`src/rtl/rtc_irq_pkg.sv`:
```
package rtc_irq_pkg;

    localparam int RATE_W = 4;
    localparam int EXP_W  = 5;

    typedef struct packed {
        logic per;
        logic alm;
        logic upd;
    } irq_flags_t;

    // Divider exponent for a rate code; 0 means periodic source off.
    function automatic logic [EXP_W-1:0] rate_exp(input logic [RATE_W-1:0] code);
        logic [EXP_W-1:0] e;
        case (code)
            4'd0:    e = '0;
            4'd1:    e = EXP_W'(7);
            4'd2:    e = EXP_W'(8);
            default: e = EXP_W'(code) - EXP_W'(1);
        endcase
        return e;
    endfunction

endpackage

```
`src/rtl/rtc_rate_div.sv`:
```
module rtc_rate_div
    import rtc_irq_pkg::*;
#(
    parameter int DIV_W = 15
) (
    input  logic              clk,
    input  logic              rst_n,
    input  logic              tick,
    input  logic [RATE_W-1:0] rate_sel,
    input  logic              sqw_en,
    output logic              per_evt,
    output logic              sqw
);

    typedef struct packed {
        logic [DIV_W-1:0] cnt;
        logic             wave;
    } div_state_t;

    div_state_t st_d, st_q;
    logic [EXP_W-1:0] exp_s;
    logic [DIV_W-1:0] full_mask, half_mask;
    logic             half_evt;

    // Thermometer masks of e and e-1 low bits.
    for (genvar i = 0; i < DIV_W; i++) begin : g_mask
        assign full_mask[i] = (EXP_W'(i) < exp_s);
        assign half_mask[i] = (EXP_W'(i + 1) < exp_s);
    end

    always_comb begin
        exp_s    = rate_exp(rate_sel);
        per_evt  = tick && (exp_s != '0) && ((st_q.cnt & full_mask) == full_mask);
        half_evt = tick && (exp_s != '0) && ((st_q.cnt & half_mask) == half_mask);
        st_d     = st_q;
        if (tick) begin
            st_d.cnt = st_q.cnt + DIV_W'(1);
        end
        if (!sqw_en || exp_s == '0) begin
            st_d.wave = 1'b0;
        end else if (half_evt) begin
            st_d.wave = ~st_q.wave;
        end
    end

    always_ff @(posedge clk or negedge rst_n) begin
        if (!rst_n) begin
            st_q <= '0;
        end else begin
            st_q <= st_d;
        end
    end

    assign sqw = st_q.wave;

endmodule

```
`src/rtl/rtc_alarm_cmp.sv`:
```
module rtc_alarm_cmp #(
    parameter int FIELDS = 3,
    parameter int FW     = 8
) (
    input  logic [FIELDS-1:0][FW-1:0] cur_t,
    input  logic [FIELDS-1:0][FW-1:0] alm_t,
    output logic                      hit
);

    logic [FIELDS-1:0] field_ok;

    for (genvar f = 0; f < FIELDS; f++) begin : g_field
        logic wild;
        assign wild        = &alm_t[f][FW-1:FW-2];
        assign field_ok[f] = wild || (alm_t[f] == cur_t[f]);
    end

    assign hit = &field_ok;

endmodule

```
`src/rtl/rtc_irq_flags.sv`:
```
module rtc_irq_flags
    import rtc_irq_pkg::*;
(
    input  logic       clk,
    input  logic       rst_n,
    input  irq_flags_t set_i,
    input  irq_flags_t en_i,
    input  logic       clr_i,
    output irq_flags_t flags_o,
    output logic       irq_n
);

    irq_flags_t fl_d, fl_q;

    always_comb begin
        fl_d = clr_i ? '0 : fl_q;
        fl_d = fl_d | set_i;
    end

    always_ff @(posedge clk or negedge rst_n) begin
        if (!rst_n) begin
            fl_q <= '0;
        end else begin
            fl_q <= fl_d;
        end
    end

    assign flags_o = fl_q;
    assign irq_n   = ~|(fl_q & en_i);

endmodule

```
`src/rtl/rtc_irq_gen.sv`:
```
module rtc_irq_gen
    import rtc_irq_pkg::*;
#(
    parameter int DIV_W = 15,
    parameter int FW    = 8
) (
    input  logic              clk,
    input  logic              rst_n,
    input  logic              tick_32k,
    input  logic [RATE_W-1:0] rate_sel,
    input  logic              per_en,
    input  logic              alm_en,
    input  logic              upd_en,
    input  logic              sqw_en,
    input  logic              upd_done,
    input  logic              flag_rd,
    input  logic [FW-1:0]     cur_sec,
    input  logic [FW-1:0]     cur_min,
    input  logic [FW-1:0]     cur_hr,
    input  logic [FW-1:0]     alm_sec,
    input  logic [FW-1:0]     alm_min,
    input  logic [FW-1:0]     alm_hr,
    output logic              flag_per,
    output logic              flag_alm,
    output logic              flag_upd,
    output logic              irq_n,
    output logic              sqw
);

    localparam int FIELDS = 3;

    logic                      per_evt, alm_hit;
    logic [FIELDS-1:0][FW-1:0] cur_t, alm_t;
    irq_flags_t                set_s, en_s, flags_s;

    assign cur_t = {cur_hr, cur_min, cur_sec};
    assign alm_t = {alm_hr, alm_min, alm_sec};

    rtc_rate_div #(.DIV_W(DIV_W)) u_div (
        .clk      (clk),
        .rst_n    (rst_n),
        .tick     (tick_32k),
        .rate_sel (rate_sel),
        .sqw_en   (sqw_en),
        .per_evt  (per_evt),
        .sqw      (sqw)
    );

    rtc_alarm_cmp #(.FIELDS(FIELDS), .FW(FW)) u_alm (
        .cur_t (cur_t),
        .alm_t (alm_t),
        .hit   (alm_hit)
    );

    always_comb begin
        set_s.per = per_evt;
        set_s.alm = upd_done && alm_hit;
        set_s.upd = upd_done;
        en_s.per  = per_en;
        en_s.alm  = alm_en;
        en_s.upd  = upd_en;
    end

    rtc_irq_flags u_flags (
        .clk     (clk),
        .rst_n   (rst_n),
        .set_i   (set_s),
        .en_i    (en_s),
        .clr_i   (flag_rd),
        .flags_o (flags_s),
        .irq_n   (irq_n)
    );

    assign flag_per = flags_s.per;
    assign flag_alm = flags_s.alm;
    assign flag_upd = flags_s.upd;

endmodule

```
`config.mk`:
```
export PLATFORM = sky130hd
export DESIGN_NAME = rtc_irq_gen
export DESIGN_NICKNAME = d
export VERILOG_FILES = /design/src/rtl/rtc_irq_pkg.sv /design/src/rtl/rtc_rate_div.sv /design/src/rtl/rtc_alarm_cmp.sv /design/src/rtl/rtc_irq_flags.sv /design/src/rtl/rtc_irq_gen.sv
export SDC_FILE = /design/constraint.sdc
export NUM_CORES = 1
export LEC_CHECK = 0
export ABC_AREA = 0
export BUFFER_PORTS_ARGS = -buffer_cell sky130_fd_sc_hd__buf_2
export CAP_MARGIN = 20
export CORE_ASPECT_RATIO = 0.75
export CORE_MARGIN = 3
export CORE_UTILIZATION = 49
export DETAILED_ROUTE_END_ITERATION = 12
export PLACE_DENSITY_LB_ADDON = 0.08
export SKIP_CTS_REPAIR_TIMING = 1
export SLEW_MARGIN = 15
export SYNTH_ARGS = -nofsm -noshare
export SYNTH_HDL_FRONTEND = slang
export SYNTH_SLANG_ARGS = --single-unit
```
`constraint.sdc`:
```
create_clock -name clk -period 1.9 [get_ports clk]
set_input_delay 0.19 -clock clk [delete_from_list [all_inputs] [get_ports clk]]
set_output_delay 0.19 -clock clk [all_outputs]
set_load 0.01 [all_outputs]
```
==> reports/metrics.yaml <==
status:
  outcome: "finished with violations"
  violations: "setup timing"
placement:
  dpl_cell_area_mm2: 0.00235
  io_buffers: 65
  dp_hpwl_um: 4020
  place_ws_ps: -744
  post-place-cells: 328
  globalplace.congestion: 0.960
clock_tree:
  clk_latency_ps: 250
  clockRootBuffer: "clkbuf_8"
  cts_tree: "built"
  htree_levels: 1
  path_clk_slew_ps: 70
  cts.path.max_buffers: 2
  cts_sinks: 19
  numCtsBuffers: 3
sta:
  clock_skew_ps: 3.07
  grt_setup_unrepaired: "true"
  final_hold_viol_count: 0
  finalMaxSlewViolations: 0
  setup_slack_ps: -481
  fin_crit_ps: 2380
  tightestPinTransition_ps: 445
  max-slew-margin-rel_pct: 70.3
  fin_crit_sh_pct: 125
  tns_ps: -848
  setup_viol: 2
  fmax_mhz: 420
final_layout:
  fin_nets: 363
  num-fill-cells: 220
  postLayoutCellArea_mm2: 0.00247
  synthToLayoutAreaGrowth_pct: 46.5
  multi_input_area_mm2: 0.00124
  antenna_cells: 0
  drive_gt1_share_pct: 40.9
  fin_cells: 334
  ff_latch_area_um2: 475
power:
  p_int_w: 0.000979
  seqPwrFrac_pct: 37.3
  vdd_drop_max_v: 0.000655
  p_sw_w: 0.000566
  switching_share_pct: 36.6
  p_leak_nw: 1.16
  combPwrFrac_pct: 44.5
  power.density_mw_per_mm2: 626
  pwr-share-clk_pct: 18.2
global_routing:
  track_usage_pct: 23.8
  overflow: 0
  grt_max_degree: 20
  antenna_found_initial: 0
  first_global_vias: 1728
  grt_pass1_wl_um: 7910
critical_path:
  startpoint_type: "input pin"
  path_cells: "buf_8 > inv_6 > ha_4 > or3_4 > o311a_4 > a21bo_4 > o21a_1 > a2111o_1 > nor4_4 > mux2i_1"
  cpLargestDelayFamily: "compound AO/OA/AOI/OAI gates"
  critPathCaptureType: "register"
  crit_buf_inv: 2
  crit_slowest_cell: "a2111o_1"
  worst-path-max-fanout: 7
  cp.required_ps: 2080
  max_stage_delay_ps: 440
  worstPathArrival_ps: 2560
  critPathKind: "in2reg"
worst_hold_path:
  hold_path.class: "in2reg"
synth:
  async_reset_ff_share_pct: 100
  synth_ff_type: "dfrtp_1"
  ys_seq_area_share_pct: 28.2
  synth-edff-count: 0
  ys_ff_latch: 19
  yosys.cell_types.count: 50
  syn_avg_cell_area_um2: 8.69
  syn-cell-area_mm2: 0.00169
  syn_inst: 194
  syn_nets: 260
  ys_warn_count: 0
die:
  num_rows: 17
  die_area_mm2: 0.00419
  initial_utilization_pct: 54.3
  coreArea_mm2: 0.00311
  io_pins: 66
  fp.dieH_um: 56.8
  die_w_um: 73.7
routing:
  firstDrtPassIters: 4
  ant_nets: 0
  vias: 1865
  routed_wirelength_um: 4890
  drc: 0
  viasPerCell: 5.58
  drt_iter0_markers: 91
  avgRoutedWirePerCell_um: 14.6
run:
  max_cap_viol_count: 0
## synthesized netlist by cell type, drive strengths merged (3+ instances only)
library cell  number  area [um^2]
nand4              6         37.5
nand2             15         56.3
o221ai             4         35.0
inv                5         18.8
xor2              21          184
a21oi             11         55.1
xnor2             19          166
nor2              13         48.8
a21o               4         30.0
ha                 5         62.6
and2               3         18.8
nor4               7         50.1
nand3              6         30.0
nand2b             3         18.8
o21ai             11         58.8
dfrtp             19          475
## state kept, by name, summed over array words and instances, names as in the netlist
signal	count
u_div.sqw	1
u_flags.flags_o	3
u_div.st_q	15
## cell usage in the layout, fill, tap and decap left out, drive strengths merged, types with 2 or more instances in the layout
cell and count:
nor2 13, dfrtp 19, ha 5, nand4 6
o21ai 11, a21oi 11, nor3 2, nor2b 2
xnor2 19, nor4 7, nand2 15, and2 3
xor2 21, a2bb2oi 2, nand3b 2, or4 2
o221ai 4, nand2b 3, a22oi 2, a32o 2
clkbuf 3, a31oi 2, nand3 6, or3 2
a21bo 2, buf 101, inv 5, a21o 4
## path summary, 6_finish.rpt
path	from	end	slack [ps]	cells after the start
max	rate_sel[1]	u_div.sqw	-480	10
min	upd_done	u_flags.flags_o[0]	140	2
max reg2reg	u_div.st_q[1]	u_flags.flags_o[2]	170	4
min reg2reg	u_flags.flags_o[0]	u_flags.flags_o[0]	520	1
max in group asynchronous	rst_n	u_div.sqw	1180	2
min in group asynchronous	rst_n	u_flags.flags_o[2]	410	2
## cell type report
type / count / share of cell area [%]
Multi-Input combinational cell: 166 / 50.2
Clock buffer: 3 / 1.67
Sequential cell: 19 / 19.3
Clock inverter: 1 / 0.203
Timing Repair Buffer: 102 / 25.5
Inverter: 5 / 1.17
Tap cell: 38 / 1.93
## power groups by stage
stage	Clock (W)	Combinational [W]	Sequential, W
after floorplan	0	0.000345	0.000579
after global placement	0	0.000623	0.000579
after detailed placement	0	0.000639	0.000580
after CTS	0.000286	0.000646	0.000572
after global routing	0.000298	0.000753	0.000589
final	0.000282	0.000687	0.000576
## per-stage QoR
stage | total power (W) | hold WS (ps) | utilization, %
floorplan | 0.000924 | -106 | -
global placement | 0.00120 | 157 | 75.8
detailed placement | 0.00122 | 163 | 75.8
CTS | 0.00151 | -112 | 77.3
global route | 0.00164 | 154 | 79.5
finish | 0.00154 | 142 | 79.5
## worst register-to-register path: stages (launching register included)
cell and delay [ps]:
dfrtp_1 470, o211ai_1 170, or4_1 560, nor4_2 280, a32o_1 190
## logic make-up (layout without fill, tap and decap cells)
kind of cell,after synthesis,in the layout,share of synthesized area [%]
mux,2,2,1.26
simple gates,68,68,21.9
flops,19,19,28.2
compound gates,51,51,22.0
fa+ha+maj,5,5,3.71
buf+inv,9,111,2.15
xor+xnor,40,40,20.8
## per-layer routing
metal	global-route usage (%)	vias up	share of wire [%]
li1	-	914	-
met4	4.13	0	0.70
met5	0	-	0
met1	34.8	863	45
met3	4.83	6	8.7
met2	36.2	82	46
Note: power is estimated with default switching activity, not from simulation.
